$ cat src/rtl/coin_vend_pkg.sv
package coin_vend_pkg;

    localparam int CREDIT_W     = 2;
    localparam int SUM_W        = CREDIT_W + 1;
    localparam int NICKEL_UNITS = 1;
    localparam int DIME_UNITS   = 2;
    localparam int FULL_UNITS   = 3;

    typedef enum logic [CREDIT_W-1:0] {
        CR_EMPTY = 2'b00,
        CR_FIVE  = 2'b01,
        CR_TEN   = 2'b10,
        CR_FULL  = 2'b11
    } credit_e;

    typedef enum logic [1:0] {
        COIN_NONE   = 2'b00,
        COIN_NICKEL = 2'b01,
        COIN_DIME   = 2'b10,
        COIN_BOTH   = 2'b11
    } coin_e;

    function automatic credit_e sat_credit(input logic [SUM_W-1:0] units);
        if (units >= SUM_W'(FULL_UNITS)) begin
            return CR_FULL;
        end
        return credit_e'(units[CREDIT_W-1:0]);
    endfunction

endpackage

$ cat src/rtl/coin_classify.sv
module coin_classify
    import coin_vend_pkg::*;
(
    input  logic  nickel,
    input  logic  dime,
    output coin_e kind
);

    always_comb begin
        unique case ({dime, nickel})
            2'b00:   kind = COIN_NONE;
            2'b01:   kind = COIN_NICKEL;
            2'b10:   kind = COIN_DIME;
            default: kind = COIN_BOTH;
        endcase
    end

endmodule

$ cat src/rtl/credit_step.sv
module credit_step
    import coin_vend_pkg::*;
(
    input  credit_e cur,
    input  coin_e   kind,
    output credit_e nxt
);

    logic [SUM_W-1:0] base;

    assign base = {1'b0, cur};

    always_comb begin
        nxt = cur;
        unique case (cur)
            CR_FULL: nxt = CR_EMPTY;
            CR_EMPTY, CR_FIVE, CR_TEN: begin
                unique case (kind)
                    COIN_NICKEL: nxt = sat_credit(base + SUM_W'(NICKEL_UNITS));
                    COIN_DIME:   nxt = sat_credit(base + SUM_W'(DIME_UNITS));
                    COIN_NONE,
                    COIN_BOTH:   nxt = cur;
                endcase
            end
        endcase
    end

endmodule

$ cat src/rtl/credit_reg.sv
module credit_reg
    import coin_vend_pkg::*;
(
    input  logic    clk,
    input  logic    rst,
    input  credit_e nxt,
    input  coin_e   kind,
    output credit_e credit_q,
    output logic    illegal_q
);

    always_ff @(posedge clk) begin
        if (rst) begin
            credit_q  <= CR_EMPTY;
            illegal_q <= 1'b0;
        end else begin
            credit_q  <= nxt;
            illegal_q <= (kind == COIN_BOTH);
        end
    end

endmodule

$ cat src/rtl/vend_decode.sv
module vend_decode
    import coin_vend_pkg::*;
(
    input  credit_e cur,
    output logic    open
);

    always_comb begin
        unique case (cur)
            CR_FULL:                   open = 1'b1;
            CR_EMPTY, CR_FIVE, CR_TEN: open = 1'b0;
        endcase
    end

endmodule

$ cat src/rtl/coin_vend_ctrl.sv
module coin_vend_ctrl
    import coin_vend_pkg::*;
(
    input  logic clk,
    input  logic rst,
    input  logic nickel_i,
    input  logic dime_i,
    output logic vend_open_o,
    output logic illegal_o
);

    coin_e   coin_kind;
    credit_e credit_q;
    credit_e credit_nxt;

    coin_classify u_classify (
        .nickel (nickel_i),
        .dime   (dime_i),
        .kind   (coin_kind)
    );

    credit_step u_step (
        .cur  (credit_q),
        .kind (coin_kind),
        .nxt  (credit_nxt)
    );

    credit_reg u_reg (
        .clk       (clk),
        .rst       (rst),
        .nxt       (credit_nxt),
        .kind      (coin_kind),
        .credit_q  (credit_q),
        .illegal_q (illegal_o)
    );

    vend_decode u_decode (
        .cur  (credit_q),
        .open (vend_open_o)
    );

endmodule

$ cat config.mk
export PLATFORM = sky130hd
export DESIGN_NAME = coin_vend_ctrl
export DESIGN_NICKNAME = d
export VERILOG_FILES = /design/src/rtl/coin_vend_pkg.sv /design/src/rtl/coin_classify.sv /design/src/rtl/credit_step.sv /design/src/rtl/credit_reg.sv /design/src/rtl/vend_decode.sv /design/src/rtl/coin_vend_ctrl.sv
export SDC_FILE = /design/constraint.sdc
export NUM_CORES = 1
export LEC_CHECK = 0
export BUFFER_PORTS_ARGS = -buffer_cell sky130_fd_sc_hd__buf_2
export CAP_MARGIN = 40
export CORE_AREA = 2 2 39 41
export CTS_BUF_LIST = sky130_fd_sc_hd__clkbuf_4 sky130_fd_sc_hd__clkbuf_8
export DETAILED_ROUTE_END_ITERATION = 8
export DIE_AREA = 0 0 41 43
export SETUP_SLACK_MARGIN = 0.2
export SLEW_MARGIN = 25
export SYNTH_ARGS = -nofsm -noshare
export SYNTH_HDL_FRONTEND = slang
export SYNTH_SLANG_ARGS = --single-unit
$ cat constraint.sdc
create_clock -name clk -period 1 [get_ports clk]
set_input_delay 0.15 -clock clk [delete_from_list [all_inputs] [get_ports clk]]
set_output_delay 0.15 -clock clk [all_outputs]
set_load 0.02 [all_outputs]
# Word-level counts from Yosys, hierarchy flattened
# Cells that the tools add are included.
[word_totals] register_bits=3 inputBits=4 output_inout_bits=2 word_cells=34
[op_classes] n_addsub=2 magnitude_cmp=2 n_eq_ne=9 mux=14 n_reduce_logical=5
[ops] op="$eq A2 B2 Y1 const B" n=5
[ops] op="$mux W2" n=4
[ops] op="$pmux W2 S2" n=2
[ops] op="$eq A2 B1 Y1 const B" n=3
[ops] op="$ge A3 B2 Y1 const B" n=2
[ops] op="$logic_not A2 Y1" n=3
[ops] op="$mux W1" n=6
[ops] op="$pmux W2 S3" n=1
[ops] op="$add A2 B1 Y3 const B" n=1
[ops] op="$add A2 B2 Y3 const B" n=1
[ops] op="$reduce_or A3 Y1" n=1
[ops] op="$ne A2 B2 Y1 const B" n=1
[ops] op="$pmux W1 S2" n=1
[ops] op="$reduce_or A2 Y1" n=1

# Depth between registers and ports, before layout
[depth] ltp_word=8 mapped_depth=4 mapped_depth_nobuf=4

# Hierarchy
# From an unflattened synthesis, not the netlist that was laid out.
[hier_totals] cells_unflattened=22 hier_area_um2=188.9
[by_module_without_submodules] module="credit_step" n_inst=1 cells_per_inst=13 area_per_inst_um2=93.8 seq_area_each_um2=0.0
[by_module_without_submodules] module="credit_reg" n_inst=1 cells_per_inst=6 area_per_inst_um2=81.3 seq_area_each_um2=60.1
[by_module_without_submodules] module="coin_classify" n_inst=1 cells_per_inst=2 area_per_inst_um2=7.5 seq_area_each_um2=0.0
[by_module_without_submodules] module="vend_decode" n_inst=1 cells_per_inst=1 area_per_inst_um2=6.3 seq_area_each_um2=0.0

# Worst setup path before layout
# Ideal clock, no wire load.
[synth_path] path_type="input -> register" startpoint="in nickel_i" endpoint="reg u_reg.credit_q[0]" setup_time_ns=0.070 arrival_ns=0.847 required_ns=0.930 setup_slack_ns=0.084 path_stages=4 path_buffers=0 path_cell_list="inv_1 > ha_1 > a211o_1 > a21oi_1"
[synth_via] elab_chain_cells=5 elab_cells_between_ends=12 cone_classes="eq/ne: 6; mux: 3; reduce/logical: 3"
[synth_rtl] element="start: declaration" line="coin_vend_ctrl.sv:6" rtl="input logic nickel_i,"
[synth_rtl] element="$eq A2 B2 Y1 (tied with other cells)" line="coin_classify.sv:10" rtl="unique case ({dime, nickel})"
[synth_rtl] element="$pmux W2 S3 (*)" line="coin_classify.sv:10"
[synth_rtl] element="$eq A2 B2 Y1 (tied with other cells)"
[synth_rtl] element="$pmux W2 S2 / $reduce_or A2 Y1 (equally long branches)" line="credit_step.sv:18" rtl="unique case (kind)"
[synth_rtl] element="$pmux W2 S2 / $ne A2 B2 Y1 (equally long branches)"
[synth_rtl] element="end signal: assignment" line="credit_reg.sv:17" rtl="credit_q <= nxt;"
[synth_rtl] element="end: declaration" line="credit_reg.sv:8" rtl="output credit_e credit_q,"
# Mark *: on every way between the ends. The rest lies on a longest branch, timed or not.
# A chain may end at the register's enable or synchronous reset.

# Final worst setup path
[layout_path] startpoint="reg u_reg.credit_q[0]" endpoint="out vend_open_o"
[layout_via] elab_chain_cells=3 elab_cells_between_ends=6 cone_classes="eq/ne: 3; mux: 1; reduce/logical: 2"
[layout_rtl] element="$eq A2 B1 Y1 (tied with other cells)" line="vend_decode.sv:9" rtl="unique case (cur)"
[layout_rtl] element="$reduce_or A3 Y1" line="vend_decode.sv:9"
[layout_rtl] element="$pmux W1 S2 (*)" line="vend_decode.sv:9"
[layout_rtl] element="end: declaration" line="coin_vend_ctrl.sv:8" rtl="output logic vend_open_o,"
# Marked as above.

==> metrics.md <==
| Metric | Value |
|---|---|
| P_int | `0.3528 mW` |
| Synthesis Warnings | `0` |
| Sequential power share | `31.2%` |
| Most frequent cells in the layout | `4 x clkbuf_4, 3 x buf_2, 3 x buf_6` |
| # rows | `14` |
| Sequential share of the synthesized area | `42.11%` |
| Layout cell share with drive strength beyond 1 | `68.00%` |
| CTS tree | `yes` |
| CP Max Fanout | `2` |
| Hold Buf Count CTS | `0` |
| Vias in the first global route | `144` |
| Final instance area | `270.3 um^2` |
| Hold Path Class | `in2reg` |
| Sw frac | `21.28%` |
| Maxcap violations | `0` |
| Die Ht | `43 um` |
| DPL Wire Length | `221.4 um` |
| Post-Route Utilization | `19.53%` |
| Via count | `143` |
| Synth-to-Final Area Change | `89.47%` |
| Slew Limit Headroom | `89.90%` |
| Area after DPL | `200.2 um^2` |
| Final worst-path cycle share | `97.08%` |
| Max-slew violations | `0` |
| Synth Area per Inst | `10.19 um^2` |
| Final hold viol count | `0` |
| Status | `complete, no violations` |
| Worst Setup End Kind | `primary output` |
| Pwr dens | `1658 mW/mm^2` |
| Global-route wire length before repair | `510 um` |
| Synth cell types | `10` |
| First-pass DRT Iterations | `2` |
| Fmax | `1030 MHz` |
| Final ANT Viol Nets | `0` |
| Drt initial violations | `2` |
| Startpoint types | `flop` |
| Logic gate share of total power | `17.3%` |
| CTS Sinks | `3` |
| Switch Pwr | `0.09536 mW` |
| CTS root buf | `clkbuf_4` |
| Setup TNS | `0 ns` |
| WL/cell | `7.829 um` |
| Commonest non-fill, non-tap cell in the layout | `clkbuf_4` |
| Tmin final | `0.9708 ns` |
| CTS H-tree lvls | `1` |
| Routed Wire Length | `321 um` |
| Io pins | `6` |
| Synthesized area | `142.6 um^2` |
| Die Area | `0.001763 mm^2` |
| Overall Power | `0.4482 mW` |
| Register bit count reported by yosys | `3` |
| Slew @ Worst Pin | `0.1508 ns` |
| CP arrival | `0.82 ns` |
| GP Congestion | `0.5605` |
| Syn nets | `20` |
| Via density | `3.488` |
| Cells after synthesis | `14` |
| All-Layer GR Usage | `4.514%` |
| Layout fillers | `163` |
| ANT cells | `0` |
| Crit path required time | `0.85 ns` |
| Grt total ovfl | `0` |
| CTS Buf Count | `3` |
| Initial Util | `10.31%` |
| Post-route DRC | `0` |
| Unrepaired setup endpoints after global routing | `yes` |
| VDD IR max | `0.0002684 V` |
| Clock Tree Buf Depth | `2` |
| Core area | `0.001384 mm^2` |
| Die X | `41 um` |
| Lkg Pwr | `0.1208 nW` |
| Antenna violations before repair | `0` |
| Clock skew | `0.001025 ns` |
| Finish-stage setup viols | `0` |
| Fin nets | `32` |
| Largest net degree at the start of global routing | `4` |
| Clock Latency Late Sink | `0.23 ns` |
| Port Buf Inserts | `5` |
| Crit Path Class | `reg2out` |
| Clock share of power | `51.5%` |
| Clk pin slew, worst setup/hold paths | `0.03 ns` |
## registers in the layout, indices dropped and copies added, names as in the netlist
name,flops
u_reg.credit_q,2
u_reg.illegal_q,1
## synth_stat cells
master	instances	area share, %
a211o_1	1	6.1
a211oi_1	1	5.3
a21oi_1	1	3.5
and2_2	1	5.3
dfxtp_1	3	42
ha_1	2	18
inv_1	2	5.3
nor2b_1	1	4.4
o211ai_1	1	5.3
o21bai_1	1	5.3
## power groups by stage
stage	Combinational, mW	Clock [mW]	Sequential (mW)
final	0.0776	0.231	0.140
after global routing	0.0849	0.248	0.140
after CTS	0.0712	0.240	0.138
after detailed placement	0.0539	0	0.139
after global placement	0.0527	0	0.139
after floorplan	0.0344	0	0.140
## final timing paths
| kind | endpoint | slack [ns] | start | cells past startpoint |
|---|---|---|---|---|
| worst min register to register | u_reg.credit_q[1]$_SDFFE_PP0P_ | 0.51 | u_reg.credit_q[1]$_SDFFE_PP0P_ | 2 |
| worst min-delay path | u_reg.illegal_q$_SDFF_PP0_ | 0.13 | rst | 2 |
| worst max register to register | u_reg.credit_q[0]$_SDFFE_PP0P_ | 0.15 | u_reg.credit_q[0]$_SDFFE_PP0P_ | 3 |
| worst max-delay path | vend_open_o | 0.03 | u_reg.credit_q[0]$_SDFFE_PP0P_ | 2 |
## layout make-up
class | count | area, um^2 | area share, %
Multi-Input combinational cell | 9 | 93.84 | 34.72
Sequential cell | 3 | 62.56 | 23.15
Timing Repair Buffer | 7 | 56.30 | 20.83
Clock buffer | 4 | 30.03 | 11.11
Tap cell | 16 | 20.02 | 7.407
Inverter | 2 | 7.507 | 2.778
## metal layers
layer / part of all wire, % / wire, um / vias up / global-route usage [%]
met5: 0 / 0 / - / 0
li1: - / - / 71 / -
met4: 0 / 0 / 0 / 4.000
met2: 61 / 195 / 4 / 7.187
met1: 34 / 110 / 68 / 4.167
met3: 4.7 / 15 / 0 / 1.571
## worst max-delay path: stages (launching register included)
cell	delay, ns
dfxtp_2	0.34
and2_4	0.15
buf_6	0.11
## logic make-up (layout without fill, tap and decap cells)
group                      count (synthesis)  count (layout)  synth area share, %
AOI/OAI and AO/OA                          5               5                25.44
DFF                                        3               3                42.11
adders and majority gates                  2               2                17.54
and+or+nand+nor                            2               2                9.654
buffers and inverters                      2              13                5.265
## per-stage QoR
stage                     hold slack (ns)  cells  setup slack, ns
after floorplan                    0.2191     14           0.1992
after CTS                          0.1093     40          0.03783
after global routing               0.1320     41         0.006883
after global placement             0.3499     35          0.04744
after detailed placement           0.3578     35          0.03558
final                              0.1270     41          0.02921
## what timing repair did
action                     CTS  global route
setup endpoints to repair    3             4
pin swaps                    1             2
setup buffers                1             1
resized for setup            8             1
(Power assumes the default switching activity.)
